### config.mk
export PLATFORM = sky130hd
export DESIGN_NAME = iir1_lp
export DESIGN_NICKNAME = d
export VERILOG_FILES = /design/src/rtl/iir1_lp_pkg.sv /design/src/rtl/iir1_lp_coef.sv /design/src/rtl/iir1_lp_mul_stage.sv /design/src/rtl/iir1_lp_core.sv /design/src/rtl/iir1_lp.sv
export SDC_FILE = /design/constraint.sdc
export NUM_CORES = 2
export LEC_CHECK = 0
export BUFFER_PORTS_ARGS = -buffer_cell sky130_fd_sc_hd__buf_2
export CAP_MARGIN = 5
export CORE_ASPECT_RATIO = 1.25
export CORE_MARGIN = 2
export CORE_UTILIZATION = 60
export DETAILED_ROUTE_END_ITERATION = 8
export PLACE_DENSITY = 0.79
export SLEW_MARGIN = 20
export SYNTH_ARGS = -nofsm -noshare
export SYNTH_HDL_FRONTEND = slang
export SYNTH_HIERARCHICAL = 1
export SYNTH_SLANG_ARGS = --single-unit
### constraint.sdc
create_clock -name clk_i -period 10.3 [get_ports clk_i]
set_input_delay 2.06 -clock clk_i [delete_from_list [all_inputs] [get_ports clk_i]]
set_output_delay 2.06 -clock clk_i [all_outputs]
set_load 0.01 [all_outputs]
### src/rtl/iir1_lp_pkg.sv
package iir1_lp_pkg;
  parameter int unsigned DATA_W_DEF = 16;
  parameter int unsigned COEF_W_DEF = 16;
  parameter int unsigned GUARD_DEF  = 4;
  // 1 kHz corner at 44.1 kHz, Q1.15
  parameter int NUM_RST_DEF = 2183;
  parameter int FB_RST_DEF  = 28403;
endpackage

### src/rtl/iir1_lp_coef.sv
module iir1_lp_coef #(
  parameter int unsigned COEF_W  = 16,
  parameter int          NUM_RST = 2183,
  parameter int          FB_RST  = 28403
) (
  input  logic                     clk_i,
  input  logic                     rst_ni,
  input  logic                     we_i,
  input  logic signed [COEF_W-1:0] num_i,
  input  logic signed [COEF_W-1:0] fb_i,
  output logic signed [COEF_W-1:0] num_o,
  output logic signed [COEF_W-1:0] fb_o
);
  localparam logic signed [COEF_W-1:0] NUM_INIT = COEF_W'(NUM_RST);
  localparam logic signed [COEF_W-1:0] FB_INIT  = COEF_W'(FB_RST);

  always_ff @(posedge clk_i or negedge rst_ni) begin
    if (!rst_ni) begin
      num_o <= NUM_INIT;
      fb_o  <= FB_INIT;
    end else if (we_i) begin
      num_o <= num_i;
      fb_o  <= fb_i;
    end
  end
endmodule

### src/rtl/iir1_lp_mul_stage.sv
module iir1_lp_mul_stage #(
  parameter int unsigned DATA_W = 16,
  parameter int unsigned COEF_W = 16,
  localparam int unsigned PROD_W = DATA_W + COEF_W
) (
  input  logic                     clk_i,
  input  logic                     rst_ni,
  input  logic                     valid_i,
  input  logic signed [DATA_W-1:0] data_i,
  input  logic signed [COEF_W-1:0] num_i,
  input  logic signed [COEF_W-1:0] fb_i,
  output logic                     valid_o,
  output logic signed [PROD_W-1:0] prod_o,
  output logic signed [COEF_W-1:0] fb_o
);
  logic signed [PROD_W-1:0] prod_d;

  // b0 == b1: one product serves output and state update
  always_comb prod_d = data_i * num_i;

  always_ff @(posedge clk_i or negedge rst_ni) begin
    if (!rst_ni) begin
      valid_o <= 1'b0;
      prod_o  <= '0;
      fb_o    <= '0;
    end else begin
      valid_o <= valid_i;
      if (valid_i) begin
        prod_o <= prod_d;
        fb_o   <= fb_i; // snapshot: sample keeps its own feedback coefficient
      end
    end
  end
endmodule

### src/rtl/iir1_lp_core.sv
module iir1_lp_core #(
  parameter int unsigned DATA_W = 16,
  parameter int unsigned COEF_W = 16,
  parameter int unsigned GUARD  = 4,
  localparam int unsigned PROD_W = DATA_W + COEF_W,
  localparam int unsigned ACC_W  = PROD_W + GUARD,
  localparam int unsigned FRAC   = COEF_W - 1
) (
  input  logic                     clk_i,
  input  logic                     rst_ni,
  input  logic                     valid_i,
  input  logic signed [PROD_W-1:0] prod_i,
  input  logic signed [COEF_W-1:0] fb_i,
  output logic                     valid_o,
  output logic signed [DATA_W-1:0] data_o,
  output logic signed [ACC_W-1:0]  state_o
);
  localparam int YMAX = 2 ** (DATA_W - 1) - 1;
  localparam int YMIN = -(2 ** (DATA_W - 1));
  localparam logic signed [ACC_W-1:0] SAT_HI = ACC_W'(YMAX);
  localparam logic signed [ACC_W-1:0] SAT_LO = ACC_W'(YMIN);
  localparam logic signed [ACC_W-1:0] HALF   = ACC_W'(1) <<< (FRAC - 1);

  logic signed [ACC_W-1:0]  prod_x, acc, rnd, shf, fbp_x, state_d;
  logic signed [PROD_W-1:0] fbp;
  logic signed [DATA_W-1:0] y;

  always_comb begin
    prod_x = {{GUARD{prod_i[PROD_W-1]}}, prod_i};
    acc    = prod_x + state_o;
    rnd    = acc + HALF;
    shf    = rnd >>> FRAC;
    if (shf > SAT_HI)      y = SAT_HI[DATA_W-1:0];
    else if (shf < SAT_LO) y = SAT_LO[DATA_W-1:0];
    else                   y = shf[DATA_W-1:0];
    fbp     = fb_i * y;
    fbp_x   = {{GUARD{fbp[PROD_W-1]}}, fbp};
    state_d = prod_x + fbp_x;
  end

  always_ff @(posedge clk_i or negedge rst_ni) begin
    if (!rst_ni) begin
      valid_o <= 1'b0;
      data_o  <= '0;
      state_o <= '0;
    end else begin
      valid_o <= valid_i;
      if (valid_i) begin
        data_o  <= y;
        state_o <= state_d;
      end
    end
  end
endmodule

### src/rtl/iir1_lp.sv
module iir1_lp
  import iir1_lp_pkg::*;
#(
  parameter int unsigned DATA_W  = DATA_W_DEF,
  parameter int unsigned COEF_W  = COEF_W_DEF,
  parameter int unsigned GUARD   = GUARD_DEF,
  parameter int          NUM_RST = NUM_RST_DEF,
  parameter int          FB_RST  = FB_RST_DEF,
  localparam int unsigned PROD_W = DATA_W + COEF_W,
  localparam int unsigned ACC_W  = PROD_W + GUARD
) (
  input  logic              clk_i,
  input  logic              rst_ni,
  input  logic              coef_we_i,
  input  logic [COEF_W-1:0] coef_num_i,
  input  logic [COEF_W-1:0] coef_fb_i,
  input  logic              in_valid_i,
  input  logic [DATA_W-1:0] in_data_i,
  output logic              out_valid_o,
  output logic [DATA_W-1:0] out_data_o
);
  logic signed [COEF_W-1:0] coef_num_q, coef_fb_q, s0_fb;
  logic signed [PROD_W-1:0] s0_prod;
  logic signed [DATA_W-1:0] y_q;
  logic signed [ACC_W-1:0]  state_q;
  logic                     s0_valid;

  iir1_lp_coef #(
    .COEF_W (COEF_W),
    .NUM_RST(NUM_RST),
    .FB_RST (FB_RST)
  ) coef_i (
    .clk_i (clk_i),
    .rst_ni(rst_ni),
    .we_i  (coef_we_i),
    .num_i (coef_num_i),
    .fb_i  (coef_fb_i),
    .num_o (coef_num_q),
    .fb_o  (coef_fb_q)
  );

  iir1_lp_mul_stage #(
    .DATA_W(DATA_W),
    .COEF_W(COEF_W)
  ) mul_i (
    .clk_i  (clk_i),
    .rst_ni (rst_ni),
    .valid_i(in_valid_i),
    .data_i (in_data_i),
    .num_i  (coef_num_q),
    .fb_i   (coef_fb_q),
    .valid_o(s0_valid),
    .prod_o (s0_prod),
    .fb_o   (s0_fb)
  );

  iir1_lp_core #(
    .DATA_W(DATA_W),
    .COEF_W(COEF_W),
    .GUARD (GUARD)
  ) core_i (
    .clk_i  (clk_i),
    .rst_ni (rst_ni),
    .valid_i(s0_valid),
    .prod_i (s0_prod),
    .fb_i   (s0_fb),
    .valid_o(out_valid_o),
    .data_o (y_q),
    .state_o(state_q)
  );

  assign out_data_o = y_q;
endmodule

==> run_results.csv <==
group,metric,value,unit
worst_setup_path,path_max_fanout,99,
worst_setup_path,startpoint,"mul_i/prod_o[3]$_DFFE_PN0P_",
grt,grt_pass1_vias,22700,
grt,grtUsageTotal,31.0,%
place,place.port_buffers,68,
worst_setup_path,worstPathArrival,10.28,ns
sta,worst_pin_slew,0.962,ns
worst_setup_path,end_kind,"flop",
worst_setup_path,r2r_setup_slack,0.39,ns
drt,wl_per_cell,19.7,µm
layout,finalNonFillerCells,3586,
die,start_util,60.7,%
sta,rsz0062_at_grt,"yes",
flow_run,drv_cap,0,
grt,grt_overflow,0,
clocking,clkSlewWorstSetupHoldPaths,0.07,ns
die,rows,89,
grt,grt_start_max_net_pins,100,
sta,skew,0.0172,ns
worst_setup_path,startpoint_type,"flop",
die,num_io_pins,69,
drt,drt_iter0_drc,1317,
clocking,cts_tree,"built",
drt,wirelength,70700,µm
sta,setup_viol,0,
clocking,cts_root_buf,"clkbuf_16",
grt,grt_pass1_wl,117000,µm
worst_setup_path,cp_common_cell,"fa_1",
synth,synth_nets,3782,
die,die-area,49400,µm²
place,dp_hpwl,57100,µm
synth,syn_inst,2922,
hold_path,hold_path_class,"reg -> reg",
drt,drc,0,
worst_setup_path,r2r_start,"mul_i/prod_o[3]$_DFFE_PN0P_",
layout,drive_gt1_share,9.70,%
synth,yosysWarnings,6,
worst_setup_path,required,10.66,ns
clocking,cts_max_level,4,
sta,max-slew-margin-rel,35.8,%
place,placedCellCount,3550,
drt,vias,20700,
worst_setup_path,cpMaxStageDelayCell,"a2111oi_4",
die,die_w,199,µm
drt,dr.pass1.iters,8,
hold_path,min_from,"core_i/data_o[15]$_DFFE_PN0P_",
sta,fmax,0.101,GHz
worst_setup_path,slowest_delay,0.65,ns
sta,min_period,9.91,ns
die,fp.coreArea,47100,µm²
clocking,cts_hold_buf,0,
sta,post-route-period-util,96.2,%
clocking,worstSkewPairLatency,0.49,ns
grt,antenna_found_initial,0,
sta,hold_viol_final,0,
drt,ant_nets,0,
worst_setup_path,critPathKind,"reg -> reg",
synth,syn-mean-instance-area,9.78,µm²
synth,synthesis.area,28600,µm²
layout,n_antenna_cell,0,
drt,avgViaCountPerCell,5.76,
outcome,status,"finished, final reports clean",
layout,nets,3796,
sta,slew_viol_final,0,
clocking,clock-sinks,131,
layout,area_delta_synth_final,5.53,%
die,die_h,248,µm
clocking,clk_path_buf_depth,2,
place,gp_congestion,0.954,
clocking,cts_made_buffers,17,
per-layer routing:
layer | track usage (%) | share of wire [%]
met2 | 53.0 | 49
met4 | 12.9 | 4.4
met5 | 0 | 0
met3 | 5.29 | 6.5
met1 | 39.0 | 40
registers in the layout (all words and copies together), names as in the netlist:
| signal | flops |
|---|---|
| coef_i/num_o | 16 |
| mul_i/valid_o | 1 |
| mul_i/prod_o | 32 |
| core_i/valid_o | 1 |
| core_i/data_o | 16 |
| coef_i/fb_o | 16 |
| mul_i/fb_o | 16 |
| core_i/state_o | 33 |
worst max-delay path, delay by kind of cell, from the launching register on:
family / cells / cell delay, ns
AOI/OAI and AO/OA: 13 / 4.08
and+or+nand+nor: 2 / 0.41
muxes: 1 / 0.27
buffers and inverters: 5 / 0.51
adders and majority gates: 9 / 3.96
DFF: 1 / 0.41
xor gates and xnor gates: 1 / 0.13
per-stage QoR:
step / setup slack [ns] / hold slack (ns) / TNS [ns] / cell area (µm²) / util, %
after global routing: -0.00735 / 0.503 / -0.00735 / 30200 / 64.0
after detailed placement: 0.306 / 0.471 / 0 / 29500 / 62.7
after floorplan: 1.01 / 0.352 / 0 / 28600 / -
after global placement: 0.573 / 0.459 / 0 / 29500 / 62.7
final: 0.386 / 0.481 / 0 / 30200 / 64.0
after CTS: 0.252 / 0.486 / 0 / 30100 / 63.9
path summary, 6_finish.rpt:
kind / end / cells after the start
worst min-delay path: core_i/data_o[15]$_DFFE_PN0P_ / 1
min in group asynchronous: coef_i/num_o[3]$_DFFE_PN0P_ / 1
worst max-delay path: core_i/state_o[27]$_DFFE_PN0P_ / 31
worst min register to register: core_i/data_o[15]$_DFFE_PN0P_ / 1
worst max register to register: core_i/state_o[27]$_DFFE_PN0P_ / 31
max in group asynchronous: core_i/state_o[32]$_DFFE_PN0P_ / 2
final cells by class:
type                    instances  area (µm²)
inverters                     656        2460
flip-flops and latches        131        3300
clock inverters                12        97.6
repair buffers                115         718
multi-input cells            2015       22300
clock buffers                  20         447
fillers                      3743       17000
well taps                     637         797
cells in the final DEF (no fill, tap or decap), drive strengths merged, types with 7 or more instances in the layout:
master and count:
nand2b 19, a21boi 107, nor3 23, and2 157, ha 247, nand3 16, nand2 188, clkbuf 21
o21ai 132, dfstp 16, a211oi 19, a31oi 8, xnor2 56, and3 9, nand4 10, nor2b 21
a21oi 66, a21o 29, xor2 18, nor4 7, nor3b 7, mux2 92, inv 662, a211o 14
o21bai 10, fa 561, o211ai 9, nor2 73, dfrtp 115, o21a 38, buf 114
what timing repair did:
item | in CTS | in global routing
endpoints found under the setup margin | 0 | 10
resized for setup | 0 | 12
setup buffers | 0 | 4
Power is left out: the tool's default activity adds up to more than one toggle a clock period on the data nets, which glitch-free logic cannot reach.
